$ cat src/rtl/rps_pkg.sv
package rps_pkg;
    localparam int ADDR_W   = 16;
    localparam int MID_LO   = 3;
    localparam int MID_HI   = 10;
    localparam int ENTRIES  = 8;
    localparam int IDX_W    = $clog2(ENTRIES);
    localparam int KEY_W    = ADDR_W - MID_LO;
    localparam int REPL_W   = MID_HI - MID_LO + 1;
endpackage

$ cat src/rtl/rps_table.sv
module rps_table #(
    parameter int N     = 8,
    parameter int IW    = 3,
    parameter int MW    = 13,
    parameter int RW    = 8
) (
    input  logic                  clk,
    input  logic                  rst,
    input  logic                  wr_en,
    input  logic [IW-1:0]         wr_idx,
    input  logic                  wr_valid,
    input  logic [MW-1:0]         wr_match,
    input  logic [RW-1:0]         wr_repl,
    output logic [N-1:0]          ent_valid,
    output logic [N-1:0][MW-1:0]  ent_match,
    output logic [N-1:0][RW-1:0]  ent_repl
);
    for (genvar g = 0; g < N; g++) begin : g_ent
        logic sel;
        assign sel = wr_en && (wr_idx == IW'(g));

        always_ff @(posedge clk) begin
            if (rst) begin
                ent_valid[g] <= 1'b0;
            end else if (sel) begin
                ent_valid[g] <= wr_valid;
            end
        end

        always_ff @(posedge clk) begin
            if (sel) begin
                ent_match[g] <= wr_match;
                ent_repl[g]  <= wr_repl;
            end
        end
    end
endmodule

$ cat src/rtl/rps_match.sv
module rps_match #(
    parameter int N  = 8,
    parameter int MW = 13,
    parameter int RW = 8
) (
    input  logic [MW-1:0]         key,
    input  logic                  qualify,
    input  logic [N-1:0]          ent_valid,
    input  logic [N-1:0][MW-1:0]  ent_match,
    input  logic [N-1:0][RW-1:0]  ent_repl,
    output logic                  hit,
    output logic [RW-1:0]         repl
);
    logic [N-1:0] raw;

    for (genvar g = 0; g < N; g++) begin : g_cmp
        assign raw[g] = ent_valid[g] && (ent_match[g] == key);
    end

    // scan from the top so the lowest index is the last to overwrite
    always_comb begin
        hit  = 1'b0;
        repl = '0;
        for (int i = N - 1; i >= 0; i--) begin
            if (raw[i]) begin
                hit  = 1'b1;
                repl = ent_repl[i];
            end
        end
        if (!qualify) begin
            hit  = 1'b0;
            repl = '0;
        end
    end
endmodule

$ cat src/rtl/rom_patch_sub.sv
module rom_patch_sub
    import rps_pkg::*;
(
    input  logic                 clk,
    input  logic                 rst,
    input  logic [ADDR_W-1:0]    cpu_addr,
    input  logic                 vma,
    input  logic                 force_n,
    input  logic                 wr_en,
    input  logic [IDX_W-1:0]     wr_idx,
    input  logic                 wr_valid,
    input  logic [KEY_W-1:0]     wr_match,
    input  logic [REPL_W-1:0]    wr_repl,
    output logic [ADDR_W-1:0]    bus_addr,
    output logic                 flag_n,
    output logic                 rom_cs,
    output logic                 patch_cs,
    output logic                 ram_path_en
);
    logic [ENTRIES-1:0]             t_valid;
    logic [ENTRIES-1:0][KEY_W-1:0]  t_match;
    logic [ENTRIES-1:0][REPL_W-1:0] t_repl;
    logic                           hit;
    logic [REPL_W-1:0]              sub_bits;

    rps_table #(.N(ENTRIES), .IW(IDX_W), .MW(KEY_W), .RW(REPL_W)) u_table (
        .clk       (clk),
        .rst       (rst),
        .wr_en     (wr_en),
        .wr_idx    (wr_idx),
        .wr_valid  (wr_valid),
        .wr_match  (wr_match),
        .wr_repl   (wr_repl),
        .ent_valid (t_valid),
        .ent_match (t_match),
        .ent_repl  (t_repl)
    );

    rps_match #(.N(ENTRIES), .MW(KEY_W), .RW(REPL_W)) u_match (
        .key       (cpu_addr[ADDR_W-1:MID_LO]),
        .qualify   (vma),
        .ent_valid (t_valid),
        .ent_match (t_match),
        .ent_repl  (t_repl),
        .hit       (hit),
        .repl      (sub_bits)
    );

    always_comb begin
        bus_addr               = cpu_addr;
        if (hit) begin
            bus_addr[MID_HI:MID_LO] = sub_bits;
        end
        flag_n      = !hit;
        rom_cs      = vma && !hit && force_n;
        patch_cs    = hit && force_n;
        ram_path_en = force_n;
    end
endmodule

$ cat config.mk
export PLATFORM = sky130hd
export DESIGN_NAME = rom_patch_sub
export DESIGN_NICKNAME = d
export VERILOG_FILES = /design/src/rtl/rps_pkg.sv /design/src/rtl/rps_table.sv /design/src/rtl/rps_match.sv /design/src/rtl/rom_patch_sub.sv
export SDC_FILE = /design/constraint.sdc
export NUM_CORES = 1
export LEC_CHECK = 0
export ABC_CLOCK_PERIOD_IN_PS = 4200
export CORE_AREA = 2 2 180 147
export CTS_BUF_LIST = sky130_fd_sc_hd__clkbuf_2
export DETAILED_ROUTE_END_ITERATION = 12
export DIE_AREA = 0 0 182 149
export DONT_BUFFER_PORTS = 1
export PLACE_DENSITY_LB_ADDON = 0.15
export SLEW_MARGIN = 25
export SYNTH_ARGS = -nofsm -noshare
export SYNTH_HDL_FRONTEND = slang
export SYNTH_SLANG_ARGS = --single-unit
export TNS_END_PERCENT = 30
$ cat constraint.sdc
create_clock -name clk -period 4.2 [get_ports clk]
set_clock_uncertainty 0.1 [all_clocks]
set_input_delay 0.21 -clock clk [delete_from_list [all_inputs] [get_ports clk]]
set_output_delay 0.21 -clock clk [all_outputs]
set_load 0.02 [all_outputs]
==> out/metrics.yaml <==
cp-startpoint: "u_table.ent_match[90]"
drive_gt1_share_pct: 14.52
critPathMaxFanout: 11
clk_pin_slew_worst_paths_ps: 280
seq_area_frac_synth_pct: 69.46
setup_viol: 0
power.density_mw_per_mm2: 360.7
arrival_ps: 3540
synthToLayoutAreaGrowth_pct: 12.62
synth_top_cell_area_share_pct: 67.32
die_x_um: 182
dieHeight_um: 149
viasPerCell: 4.695
cts_buffer_depth: 2
drv_cap: 0
hold_class: "in2reg"
crit_cells: 8
cp_top_family: "compound AO/OA/AOI/OAI gates"
layout_setup_ws_ps: 346.5
track_usage_pct: 15.81
startpoint_type: "register"
yosys-top-cells-count: "edfxtp_1, xnor2_1, nand2_1"
grt_pass1_wl_um: 29950
cp_slowest_cell: "a31oi_1"
worstMarginPinSlew_ps: 718.4
rsz0062_at_grt: "false"
place.gp.congestion: 0.7473
synth_top_area_cell: "edfxtp_1"
cp_cell_sequence: "xnor2_1 -> nand4_1 -> nor4_2 -> buf_4 -> and2_1 -> o311ai_1 -> a311o_1 -> a31oi_1"
r2r_end: "u_table.ent_valid[3]"
ant_nets: 0
fin_tns_setup_ps: 0
peakVddDrop_mv: 0.2286
drtIter0Drc: 338
ys.warnings.count: 0
r2r_cells: 3
r2r_slack_ps: 2860
yosysMostFrequentCell: "edfxtp_1"
ys_types: 43
synth_edf_count: 168
rows: 53
totalWireLength_um: 20430
status: "completed"
antenna_found_initial: 4
drc_errors: 0
die-area_mm2: 0.02712
clock-root-buffer: "clkbuf_2"
max_freq_ghz: 0.2595
wire_per_inst_um: 23.27
cp.required_ps: 3890
clkLatencyLatePin_ps: 740
cts_sinks: 176
slew_violations: 0
vias: 4122
fin_crit_sh_pct: 91.75
grt_pass1_vias: 4265
dpl.hpwl_um: 13220
synthArstFlopShare_pct: 0
tritoncts: "built"
design.core.area_mm2: 0.02560
postSynthCellCount: 490
synth_seq_cells: 176
cp-end-kind: "primary output"
grt-ovfl-total: 0
postSynthAreaPerCell_um2: 15.29
port_buffers: 0
io-pin-count: 66
critPathKind: "reg2out"
critPathMaxStageDelay_ps: 540
cts_buffers: 17
dp_slack_ps: 665.8
synth.area.top_cells: "edfxtp_1, xnor2_1, dfxtp_1"
start_util_pct: 29.27
nets: 577
firstDrtPassIters: 5
fin_crit_ps: 3854
grt_max_degree: 23
timing.rr.start: "u_table.ent_valid[3]"
hold_viol: 0
slew_headroom_pct: 52.11
ys.flop_type: "edfxtp_1"
critPathCapture: "bus_addr[9]"
p_leak_nw: 2.467
cts_htree_levels: 4
cp.buffers_inverters: 1
syn_nets: 536
synth_area_mm2: 0.007493
-- flip-flops by register name, summed over array words and instances (netlist names) --
name               cells
u_table.ent_valid      8
u_table.ent_repl      64
u_table.ent_match    104
-- layout by cell type, fill, tap and decap left out, types with 9 or more instances in the layout --
cell             n
clkbuf_2        19
mux2i_1          9
dlygate4sd3_1   33
xnor2_1        104
nand4_1         24
o21ai_0         13
edfxtp_1       168
nand2_1         33
nor2_1          17
buf_4           22
-- per-layer routing --
metal / vias up / GRT usage [%] / routed length [µm] / part of all wire (%)
met1: 2094 / 22.92 / 10060 / 49
li1: 1895 / - / - / -
met4: 0 / 3.145 / 141 / 0.69
met5: - / 0 / 0 / 0
met2: 124 / 23.80 / 8888 / 44
met3: 9 / 4.370 / 1341 / 6.6
-- power by group --
part | leakage, nW | total, mW | switching (mW) | internal, mW
registers | 1.59 | 2.00 | 0.0178 | 1.98
clock network | 0.136 | 0.854 | 0.623 | 0.231
logic | 0.740 | 0.193 | 0.107 | 0.0860
-- per-stage QoR --
step / hold WS, ps / area [µm²] / std cells / util, % / power [mW]
after floorplan: 208.9 / 7493 / 490 / - / 2.180
after global placement: 182.1 / 7816 / 804 / 30.54 / 2.177
after detailed placement: 182.6 / 7816 / 804 / 30.54 / 2.177
after CTS: 62.33 / 8427 / 874 / 32.92 / 3.080
after global routing: 77.32 / 8434 / 876 / 32.95 / 3.166
final: 151.7 / 8439 / 878 / 32.97 / 3.044
-- worst min path at each step --
| stage | startpoint | to | cells after the start |
|---|---|---|---|
| final | wr_idx[2] | u_table.ent_match[41] | 3 |
| after global routing | wr_idx[2] | u_table.ent_match[41] | 3 |
| after CTS | wr_idx[2] | u_table.ent_match[41] | 3 |
| after detailed placement | rst | u_table.ent_valid[2] | 1 |
| after global placement | rst | u_table.ent_valid[7] | 1 |
| after floorplan | wr_match[0] | u_table.ent_match[0] | 0 |
-- kinds of logic (layout without fill, tap and decap cells) --
kind of cell	count (synthesis)	count (layout)	share of synthesized area, %
xor+xnor	104	104	12.16
other cells	0	4	0
mux	9	9	1.202
simple gates	111	111	8.382
flops	176	176	69.46
compound gates	54	54	5.276
buf+inv	36	90	3.523
-- tightest hold or removal path, cell delays in order --
cell	delay, ps
nand2b_1	290
nor2_2	70
buf_4	240
-- what timing repair did --
| action | 4_1_cts | 5_1_grt |
|---|---|---|
| hold endpoints to repair | 331 | 0 |
| hold buffers | 33 | 0 |
| setup endpoints to repair | 8 | 2 |
| gates resized for setup | 1 | 1 |
| pin swaps | 1 | 0 |
| buffers inserted | 5 | 0 |
-- layout make-up --
class | instances | area, µm²
fillers | 2529 | 17160
flip-flops and latches | 176 | 5205
multi-input cells | 278 | 2064
repair buffers | 56 | 515.5
well taps | 330 | 412.9
clock inverters | 13 | 128.9
clock buffers | 19 | 95.09
diodes | 4 | 10.01
inverters | 2 | 7.507
Note: power is estimated with default switching activity, not from simulation.
